## src/rtl/disk_addr_reg.sv

```systemverilog
module disk_addr_reg #(
  parameter int CYL_W    = 9,
  parameter int SEC_W    = 5,
  parameter int SEC_LAST = 29,
  parameter int LIM_LO   = 202,
  parameter int LIM_HI   = 405
) (
  input  logic                     clk,
  input  logic                     rst_n,
  input  logic                     ld_stb,
  input  logic [CYL_W+SEC_W+1:0]   ld_word,
  input  logic                     sec_inc,
  input  logic                     ph_t2,
  input  logic                     ph_t3,
  input  logic                     ph_t4,
  input  logic                     hi_dens,
  input  logic                     sel_cwa,
  input  logic [CYL_W+SEC_W+1:0]   cwa,
  output logic [CYL_W+SEC_W+1:0]   stat,
  output logic                     addr_err,
  output logic                     trk_stb
);
  localparam int WORD_W = CYL_W + SEC_W + 2;

  logic [CYL_W-1:0] cyl;
  logic [SEC_W-1:0] sec;
  logic             surf, disk, adv, new_cyl, sec_q;

  wire sec_fall = sec_q & ~sec_inc;
  wire roll_go  = ph_t3 & ~adv & (sec == SEC_W'(SEC_LAST));

  always_ff @(posedge clk or negedge rst_n) begin
    if (!rst_n) begin
      cyl <= '0; sec <= '0; surf <= 1'b0; disk <= 1'b0;
      adv <= 1'b0; new_cyl <= 1'b0; sec_q <= 1'b0;
    end else begin
      sec_q <= sec_inc;
      if (ld_stb) begin
        {cyl, surf, disk, sec} <= ld_word;
        adv     <= 1'b0;
        new_cyl <= 1'b0;
      end else begin
        if (roll_go) begin
          adv     <= 1'b1;
          new_cyl <= surf;
          sec     <= '0;
        end else begin
          if (ph_t3 && adv) begin
            adv     <= 1'b0;
            new_cyl <= 1'b0;
          end
          if (sec_fall) sec <= sec + SEC_W'(1);
        end
        if (adv && ph_t2) surf <= ~surf;
        if (adv && ph_t4 && surf) cyl <= cyl + CYL_W'(1);
      end
    end
  end

  assign addr_err = int'(cyl) > (hi_dens ? LIM_HI : LIM_LO);
  assign stat     = sel_cwa ? cwa : WORD_W'({cyl, surf, disk, sec});
  assign trk_stb  = new_cyl;

  a_r1_load: assert property (@(posedge clk) disable iff (!rst_n)
    ld_stb |=> ({cyl, surf, disk, sec} == $past(ld_word)));
  a_r2_sec_step: assert property (@(posedge clk) disable iff (!rst_n)
    (sec_q && !sec_inc && !ld_stb && !roll_go) |=> (sec == $past(sec) + SEC_W'(1)));
  a_r3_roll_start: assert property (@(posedge clk) disable iff (!rst_n)
    (roll_go && !ld_stb) |=> (adv && sec == '0));
  a_r4_surf_flip: assert property (@(posedge clk) disable iff (!rst_n)
    (adv && ph_t2 && !ld_stb) |=> (surf != $past(surf)));
  a_r5_cyl_step: assert property (@(posedge clk) disable iff (!rst_n)
    (adv && ph_t4 && surf && !ld_stb) |=> (cyl == $past(cyl) + CYL_W'(1)));
  a_r6_roll_end: assert property (@(posedge clk) disable iff (!rst_n)
    (adv && ph_t3 && !ld_stb) |=> (!adv && !trk_stb));
  a_r10_ld_cancel: assert property (@(posedge clk) disable iff (!rst_n)
    ld_stb |=> !trk_stb);
endmodule

```

## config.mk

```make
export PLATFORM = sky130hd
export DESIGN_NAME = disk_addr_reg
export DESIGN_NICKNAME = d
export VERILOG_FILES = /design/src/rtl/disk_addr_reg.sv
export SDC_FILE = /design/constraint.sdc
export NUM_CORES = 1
export LEC_CHECK = 0
export ABC_AREA = 1
export BUFFER_PORTS_ARGS = -buffer_cell sky130_fd_sc_hd__buf_2
export CAP_MARGIN = 20
export CORE_MARGIN = 1
export CORE_UTILIZATION = 44
export CTS_BUF_LIST = sky130_fd_sc_hd__clkbuf_16
export CTS_CLUSTER_SIZE = 8
export DETAILED_ROUTE_END_ITERATION = 12
export PLACE_DENSITY = 0.76
export SYNTH_ARGS = -nofsm -noshare
export SYNTH_HDL_FRONTEND = slang
export SYNTH_SLANG_ARGS = --single-unit
export TNS_END_PERCENT = 50
```

## constraint.sdc

```tcl
create_clock -name clk -period 1.4 [get_ports clk]
set_input_delay 0.28 -clock clk [delete_from_list [all_inputs] [get_ports clk]]
set_output_delay 0.28 -clock clk [all_outputs]
set_load 0.02 [all_outputs]
```

After elaboration in Yosys (flattened, before gate mapping)
Index checks and enable logic that the tools add are counted.
{"block": "word_totals", "ff_bits": 19, "in_bits": 41, "out_inout_bits": 18}
{"block": "classes", "order_cmp": 1, "add_sub_neg": 2, "reduce_logical": 8, "n_bitwise": 6, "muxes": 14, "n_eq_ne": 1}
{"cell": "$mux 9", "count": 3}
{"cell": "$mux 16", "count": 1}
{"cell": "$mux 5", "count": 3}
{"cell": "$add 9x1->9 const B", "count": 1}
{"cell": "$gt 9x9->1", "count": 1}
{"cell": "$mux 1", "count": 7}
{"cell": "$reduce_bool 3->1", "count": 2}
{"cell": "$add 5x1->5 const B", "count": 1}
{"cell": "$eq 5x5->1 const B", "count": 1}
{"cell": "$logic_and 1x1->1", "count": 4}
{"cell": "$reduce_bool 2->1", "count": 2}
{"cell": "$and 1x1->1", "count": 3}
{"cell": "$not 1->1", "count": 3}

Depth between registers and ports, before layout
Gate-level depths: netlist of the first run.
{"block": "logic_depth", "ltp_word": 5, "ltp_mapped": 10}

Worst setup path before layout of the first run
OpenSTA, ideal clock, no wires.
{"block": "synth_timing", "kind": "register to output", "start": "reg cyl[8]", "end": "out addr_err", "n_path_buf": 0, "setup_slack_ns": -0.210, "stages_incl_launch_ff": 8, "arrival_ns": 1.330, "path_cell_list": "dfrtp_1 > ha_1 > nand2_1 > nor2_1 > inv_1 > a21oi_1 > nor2_1 > nor2_1"}
{"block": "synth_between", "elab_chain_cells": 1}
{"element": "start: declaration", "line": "25", "source": "logic [CYL_W-1:0] cyl;"}
{"element": "start signal: assignment", "line": "39", "source": "{cyl, surf, disk, sec} <= ld_word;"}
{"element": "start signal: assignment", "line": "55", "source": "if (adv && ph_t4 && surf) cyl <= cyl + CYL_W'(1);"}
{"element": "$gt 9x9->1", "line": "60", "source": "assign addr_err = int'(cyl) > (hi_dens ? LIM_HI : LIM_LO);"}
{"element": "end: declaration", "line": "20", "source": "output logic addr_err,"}
No other way between the ends.

Worst setup path after layout of the first run
{"block": "layout_timing", "start": "reg cyl[6]", "end": "out addr_err"}
The elaborated chain is that of the path after synthesis.

==> impl_metrics.csv, run 1 <==
group,metric,value,unit
power,power.share.clock,0.271,
worst_setup_path,critical-path-max-stage-delay,0.40,ns
layout,drive_gt1_frac,0.390,
sta,maxClockFrequency,0.540,GHz
power,worst_ir_drop_on_vdd,0.000506,V
cts,cts_buffer_depth,2,
die,die_span_x,61.4,µm
outcome,outcome,"finished with violations",
placed_design,placedInstanceArea,2030,µm²
sta,setup_violations,3,
power,switching_share,0.341,
grt,globalRouteOverflowTotal,0,
detailed_routing,route.vias.total,1820,
detailed_routing,wl,4340,µm
yosys,synth.avg_cell_area,6.70,µm²
placed_design,port-buffer-count,58,
cts,clkTransAtPathRegs,0.05,ns
grt,global_route.usage.total,0.227,
grt,first_global_vias,1544,
outcome,violations,"setup timing",
cts,cts_tree,"built",
yosys,synth-seq-cells,19,
placed_design,finalWeightedCongestion,0.819,
detailed_routing,detail_route.wl_per_cell,12.0,µm
die,floorplan.initialDensity,0.462,
worst_setup_path,cp_data_arrival_time,1.57,ns
worst_setup_path,crit_path_end_kind,"primary output",
grt,grt_start_max_net_pins,20,
worst_setup_path,worst_r2r_startpoint,"sec[0]",
sta,max_slew.worst_pin.slew,0.437,ns
die,placementRows,21,
die,dieArea,3770,µm²
detailed_routing,drt_first_pass_iters,5,
worst_setup_path,cp.required,1.12,ns
detailed_routing,drcViolationCount,0,
worst_setup_path,path_buf_inv,2,
worst_setup_path,crit_path_category,"flop to primary output",
power,totalPowerFinal,2110,µW
power,p_int,1390,µW
cts,clk-insertion-delay-late,0.25,ns
power,power_switching,720,µW
die,fp.dieH,61.4,µm
placed_design,detailedPlacementHpwl,3210,µm
layout,n_fill_cell,296,
sta,finalCritPeriodShare,1.32,
layout,final_design_area_no_fill,2310,µm²
cts,sink_count,19,
detailed_routing,drt-vias-per-instance,5.04,
job,max_cap_viol_count,0,
layout,nets,367,
worst_setup_path,cp_max_fo,2,
min_path,worst_hold_path_type,"input port to flop",
grt,grt_first_pass_wirelength,6300,µm
worst_setup_path,timing.critical_path.from,"cyl[6]",
worst_setup_path,setup.worst_path.start_class,"flop",
placed_design,placed_cells_incl_taps,353,
die,core_area,3360,µm²
yosys,postSynthCellCount,232,
sta,final.setup_skew,0.00428,ns
cts,tritoncts.num_buffers,3,
yosys,synth.net_count,283,
power,power_density,913,nW/µm²
sta,timing.final.crit_period,1.85,ns
power,power_leakage,0.00124,µW
detailed_routing,number_of_drc_markers_in_iteration_0,77,
grt,grt_antenna_before_repair,0,
yosys,seq_area_frac_synth,0.306,
layout,post_layout_nonfiller_instances,361,
worst_setup_path,worstPathCellList,"ha_4 -> nand2_1 -> nor2_1 -> inv_1 -> a21oi_2 -> nor2_1 -> nor2_2 -> buf_6",
worst_setup_path,crit_path_frequent_cell,"sky130_fd_sc_hd__nor2_1",
layout,area_delta_synth_final,48.9,%
sta,max_slew_headroom,0.709,
sta,finalHoldViolations,0,
cts,h-tree-depth,1,
placed_design,dp_slack,-0.358,ns
yosys,yosysWarningCount,0,
cts,cts-root-buf,"sky130_fd_sc_hd__clkbuf_16",
worst_setup_path,crit_path_top_delay_cell,"sky130_fd_sc_hd__dfrtp_1",
worst_setup_path,reg2reg_setup_slack,0.07,ns
min_path,min_from,"sec_inc",
sta,unrepaired_setup_endpoints_after_global_routing,"yes",
yosys,yosys.cell_types.count,27,
yosys,syn_area,1550,µm²
power,combPwrFrac,0.412,
worst_setup_path,cpLargestDelayFamily,"flip-flops",
power,seq_power_share,0.317,
detailed_routing,drt_antenna_net_count,0,
die,num_io_pins,59,
layout,antenna_cell_count,0,
sta,final_critical_path_setup_slack,-0.452,ns
sta,final-max-slew-violation-count,0,
==> state kept, by name (all words and copies together) (netlist names) <==
signal,cells
cyl,9
trk_stb,1
disk,1
sec,5
surf,1
adv,1
sec_q,1
==> path summary, 6_finish.rpt <==
check	endpoint	cells past startpoint
max in group asynchronous	sec[2]	2
worst max-delay path	addr_err	8
min in group asynchronous	sec[0]	2
worst max register to register	sec[2]	7
worst min-delay path	sec_q	1
worst min register to register	disk	2
==> power groups by stage <==
stage | Clock, µW | Combinational [µW] | Sequential (µW)
floorplan | 0 | 424 | 674
global placement | 0 | 705 | 662
detailed placement | 0 | 722 | 663
CTS | 580 | 762 | 658
global route | 607 | 954 | 675
finish | 572 | 870 | 669
==> cell usage after synthesis, drive strengths merged <==
master,n,share of area
nand2,79,0.20
inv,26,0.063
nor2,24,0.061
nand3,20,0.064
o21ai,20,0.064
dfrtp,19,0.31
ha,10,0.081
a21oi,7,0.030
buf,6,0.033
nand4,5,0.020
xor2,4,0.023
mux2,3,0.022
clkbuf,2,0.0048
a31oi,1,0.0040
nand3b,1,0.0048
nor3,1,0.0032
o211ai,1,0.0048
o21bai,1,0.0048
o22ai,1,0.0040
or2,1,0.0040
==> cell usage in the layout (no fill, tap or decap), types with 2 or more instances in the layout <==
master / netlist / final
sky130_fd_sc_hd__clkbuf_16: 0 / 3
sky130_fd_sc_hd__ha_4: 0 / 4
sky130_fd_sc_hd__ha_1: 10 / 6
sky130_fd_sc_hd__nor2_2: 2 / 2
sky130_fd_sc_hd__o21ai_1: 0 / 8
sky130_fd_sc_hd__nor2_1: 22 / 20
sky130_fd_sc_hd__dfrtp_2: 0 / 2
sky130_fd_sc_hd__o21ai_2: 0 / 3
sky130_fd_sc_hd__o21ai_0: 20 / 9
sky130_fd_sc_hd__buf_2: 2 / 46
sky130_fd_sc_hd__inv_2: 1 / 7
sky130_fd_sc_hd__nand2_2: 2 / 3
sky130_fd_sc_hd__inv_1: 25 / 19
sky130_fd_sc_hd__mux2_2: 3 / 3
sky130_fd_sc_hd__a21oi_1: 6 / 5
sky130_fd_sc_hd__nand2_1: 76 / 73
sky130_fd_sc_hd__buf_6: 3 / 9
sky130_fd_sc_hd__nand2_4: 1 / 3
sky130_fd_sc_hd__nand3_1: 20 / 19
sky130_fd_sc_hd__nand4_1: 5 / 5
sky130_fd_sc_hd__xor2_1: 4 / 4
sky130_fd_sc_hd__dfrtp_1: 19 / 17
sky130_fd_sc_hd__buf_4: 1 / 31
sky130_fd_sc_hd__nor2_4: 0 / 2
==> timing repair <==
| action | CTS | global route |
|---|---|---|
| pin swaps | 0 | 11 |
| endpoints found under the hold margin | 19 | 0 |
| hold buffers | 1 | 0 |
| endpoints found under the setup margin | 7 | 20 |
| setup buffers | 2 | 5 |
| gates resized for setup | 12 | 50 |
==> stage by stage <==
step / setup TNS (ns) / util / hold WS [ns]
after floorplan: -0.127 / - / -0.0156
after global placement: -0.313 / 0.605 / 0.254
after detailed placement: -0.358 / 0.605 / 0.245
after CTS: -0.503 / 0.641 / 0.149
after global routing: -0.782 / 0.688 / 0.163
final: -0.524 / 0.688 / 0.150
==> cell families (layout without fill, tap and decap cells) <==
kind of cell / count (synthesis) / in the layout / synth area share
xor gates and xnor gates: 4 / 4 / 0.0225
muxes: 3 / 3 / 0.0217
AOI/OAI and AO/OA: 31 / 31 / 0.112
buffers and inverters: 34 / 117 / 0.101
and+or+nand+nor: 131 / 131 / 0.357
DFF: 19 / 19 / 0.306
adders and majority gates: 10 / 10 / 0.0805
==> area by class of cell <==
| class | count | area (µm²) | area share |
|---|---|---|---|
| clock buffers | 3 | 75.1 | 0.0324 |
| inverters | 26 | 100 | 0.0433 |
| well taps | 46 | 57.6 | 0.0249 |
| flip-flops and latches | 19 | 478 | 0.207 |
| repair buffers | 87 | 574 | 0.248 |
| clock inverters | 1 | 3.75 | 0.00162 |
| multi-input cells | 179 | 1020 | 0.443 |
==> layer usage <==
metal | up-vias | global-route usage | share of wire
met5 | - | 0 | 0
met4 | 0 | 0.0381 | 0.0032
met3 | 2 | 0.0315 | 0.039
met2 | 48 | 0.425 | 0.52
met1 | 852 | 0.281 | 0.44
li1 | 918 | - | -
Power figures use the tool's default switching activity.
==> run 2: changes to the inputs <==
- ABC_AREA: 1 -> not set
- CORE_UTILIZATION: 44 -> 43
==> run 2 against run 1 <==
  * The flow still finishes with violations (setup timing)
  * First-iteration DRC count decreased by 39%
  * Sequential power is 3.6% lower
  * Non-clock buffer count is 3 higher
  * Combinational power is 20% lower
  * Count of clock-buffer cells in the layout unchanged
  * Critical endpoint unchanged
  * Largest power group unchanged
==> impl_metrics.csv, run 2 <==
group,metric,value,unit
yosys,synth_async_sr_flop_share,1.00,
sta,timing.final.crit_period,2.01,ns
sta,final-max-slew-violation-count,0,
layout,nets,293,
cts,h-tree-depth,1,
grt,global_route.usage.total,0.232,
power,worst_ir_drop_on_vdd,0.000441,V
worst_setup_path,reg2reg_setup_slack,-0.09,ns
min_path,hold-path-endpoint,"sec_q",
worst_setup_path,cp_data_arrival_time,1.73,ns
layout,final_design_area_no_fill,2250,µm²
sta,final.setup_skew,0.00256,ns
sta,finalHoldViolations,0,
yosys,yosys.cell_types.count,40,
layout,final_common_cell,"sky130_fd_sc_hd__buf_2",
yosys,synth.largest_area_cell,"sky130_fd_sc_hd__dfrtp_1",
detailed_routing,wl,3870,µm
yosys,synth-seq-cells,19,
detailed_routing,drt-vias-per-instance,5.42,
worst_setup_path,cp_max_fo,2,
cts,clk-insertion-delay-late,0.25,ns
grt,globalRouteOverflowTotal,0,
min_path,worst_hold_path_type,"input port to flop",
yosys,synth.avg_cell_area,9.12,µm²
die,die_span_x,59.2,µm
layout,drive_gt1_frac,0.498,
layout,largest_register_ffs,9,
worst_setup_path,setup.worst_path.start_class,"flop",
sta,unrepaired_setup_endpoints_after_global_routing,"yes",
worst_setup_path,crit_path_category,"flop to primary output",
worst_setup_path,worstReg2RegEnd,"cyl[8]",
die,core_area,3080,µm²
placed_design,detailedPlacementHpwl,2770,µm
yosys,synth_ff_type,"sky130_fd_sc_hd__dfrtp_1",
worst_setup_path,cell_count_of_the_worst_reg_to_reg_path,5,
layout,antenna_cell_count,0,
yosys,synth_edf_count,0,
sta,max_slew.worst_pin.slew,0.423,ns
grt,grt_antenna_before_repair,0,
yosys,synth.most_common_cell,"sky130_fd_sc_hd__nand2_1",
power,totalPowerFinal,1920,µW
yosys,synth_top_cells_by_count,"sky130_fd_sc_hd__nand2_1 (21), sky130_fd_sc_hd__dfrtp_1 (19), sky130_fd_sc_hd__mux2_2 (13)",
die,dieArea,3500,µm²
sta,setup_violations,15,
layout,largest-register,"cyl",
cts,cts_tree,"built",
sta,final_critical_path_setup_slack,-0.615,ns
detailed_routing,route.vias.total,1545,
outcome,violations,"setup timing",
die,num_io_pins,59,
cts,cts_buffer_depth,2,
yosys,syn_area,1410,µm²
yosys,yosysWarningCount,0,
sta,max_slew_headroom,0.718,
yosys,postSynthCellCount,154,
layout,layout_top_registers,"cyl: 9 flops, sec: 5 flops",
power,power_leakage,0.00106,µW
yosys,seq_area_frac_synth,0.338,
grt,first_global_vias,1500,
placed_design,finalWeightedCongestion,0.852,
min_path,min_from,"sec_inc",
placed_design,port-buffer-count,58,
worst_setup_path,cp.required,1.12,ns
grt,grt_start_max_net_pins,22,
outcome,outcome,"finished with violations",
placed_design,placedInstanceArea,1910,µm²
cts,cts-root-buf,"sky130_fd_sc_hd__clkbuf_16",
die,fp.dieH,59.2,µm
cts,tritoncts.num_buffers,3,
die,floorplan.initialDensity,0.457,
sta,maxClockFrequency,0.496,GHz
job,max_cap_viol_count,0,
worst_setup_path,worst_r2r_startpoint,"cyl[2]",
detailed_routing,drt_first_pass_iters,4,
min_path,holdPathStages,1,
detailed_routing,drt_antenna_net_count,0,
power,power_density,851,nW/µm²
detailed_routing,number_of_drc_markers_in_iteration_0,47,
cts,clkTransAtPathRegs,0.05,ns
yosys,synth.area.top_cells,"sky130_fd_sc_hd__dfrtp_1 (34%), sky130_fd_sc_hd__mux2_2 (10%), sky130_fd_sc_hd__ha_1 (8.9%)",
die,placementRows,20,
layout,area_delta_synth_final,60.3,%
grt,grt_first_pass_wirelength,6150,µm
cts,sink_count,19,
yosys,synth.net_count,205,
detailed_routing,drcViolationCount,0,
detailed_routing,detail_route.wl_per_cell,13.6,µm
layout,n_fill_cell,228,
sta,finalCritPeriodShare,1.44,
worst_setup_path,crit_path_end_kind,"primary output",
layout,final_cell_mix,"sky130_fd_sc_hd__buf_2 (49), sky130_fd_sc_hd__buf_4 (24), sky130_fd_sc_hd__nand2_1 (20)",
yosys,post-synth-top-area-fraction,0.338,
run 2: stage by stage:
step | hold slack, ns | util | setup slack, ns | instances | setup TNS, ns
finish | 0.161 | 0.732 | -0.615 | 285 | -1.72
global route | 0.160 | 0.732 | -0.672 | 285 | -2.64
CTS | 0.157 | 0.690 | -0.623 | 281 | -1.59
detailed placement | 0.243 | 0.622 | -0.543 | 271 | -0.887
global placement | 0.241 | 0.622 | -0.513 | 271 | -0.757
floorplan | -0.0156 | - | -0.268 | 154 | -0.268
run 2: how the worst max path moves through the flow:
| stage | from | end | slack [ns] | cells past startpoint |
|---|---|---|---|---|
| 2_1_floorplan | cyl[2] | addr_err | -0.27 | 4 |
| 3_3_place_gp | hi_dens | addr_err | -0.51 | 7 |
| 3_5_place_dp | hi_dens | addr_err | -0.54 | 7 |
| 4_1_cts | cyl[2] | addr_err | -0.62 | 5 |
| 5_1_grt | cyl[6] | addr_err | -0.67 | 6 |
| 6_report | cyl[6] | addr_err | -0.61 | 6 |
run 2: logic make-up (layout without fill, tap and decap cells):
group                    count (synthesis)  in the layout  synth area share
AO/OA/AOI/OAI                           39             39             0.190
XOR/XNOR                                 4              4            0.0249
adder cells (fa/ha/maj)                 10             10            0.0890
buffers and inverters                   15            102            0.0454
flip-flops                              19             19             0.338
multiplexers                            14             14             0.111
AND/OR/NAND/NOR                         53             53             0.201
run 2: area by class of cell:
class / instances / area (µm²) / share of cell area
clock inverters: 1 / 3.75 / 0.00167
flip-flops and latches: 19 / 477 / 0.212
repair buffers: 90 / 624 / 0.277
clock buffers: 3 / 75.1 / 0.0333
inverters: 8 / 30.0 / 0.0133
well taps: 44 / 55.1 / 0.0244
multi-input cells: 120 / 987 / 0.438
run 2: power by group:
group          switching, µW  leakage (µW)  internal [µW]
clock                    199     0.0000423            380
sequential              45.8      0.000227            599
combinational            337      0.000787            357
run 2: critical path: stages, from the launching register on:
cell,delay (ns)
sky130_fd_sc_hd__dfrtp_1,0.39
sky130_fd_sc_hd__ha_1,0.31
sky130_fd_sc_hd__and4b_1,0.20
sky130_fd_sc_hd__a311oi_1,0.24
sky130_fd_sc_hd__buf_4,0.16
sky130_fd_sc_hd__a211oi_4,0.04
sky130_fd_sc_hd__buf_6,0.14
run 2: per-layer routing:
metal | vias up | routed length, µm | global-route usage | part of all wire
met1 | 729 | 1670 | 0.269 | 0.43
met3 | 7 | 199 | 0.0371 | 0.051
li1 | 750 | - | - | -
met5 | - | 0 | 0 | 0
met4 | 0 | 60 | 0.0850 | 0.015
met2 | 59 | 1940 | 0.427 | 0.50
run 2: timing repair:
| action | CTS | global route |
|---|---|---|
| hold endpoints to repair | 19 | 0 |
| hold buffers | 1 | 0 |
| endpoints found under the setup margin | 15 | 25 |
| gates resized for setup | 23 | 24 |
| pin swaps | 5 | 8 |
| buffers inserted | 7 | 4 |
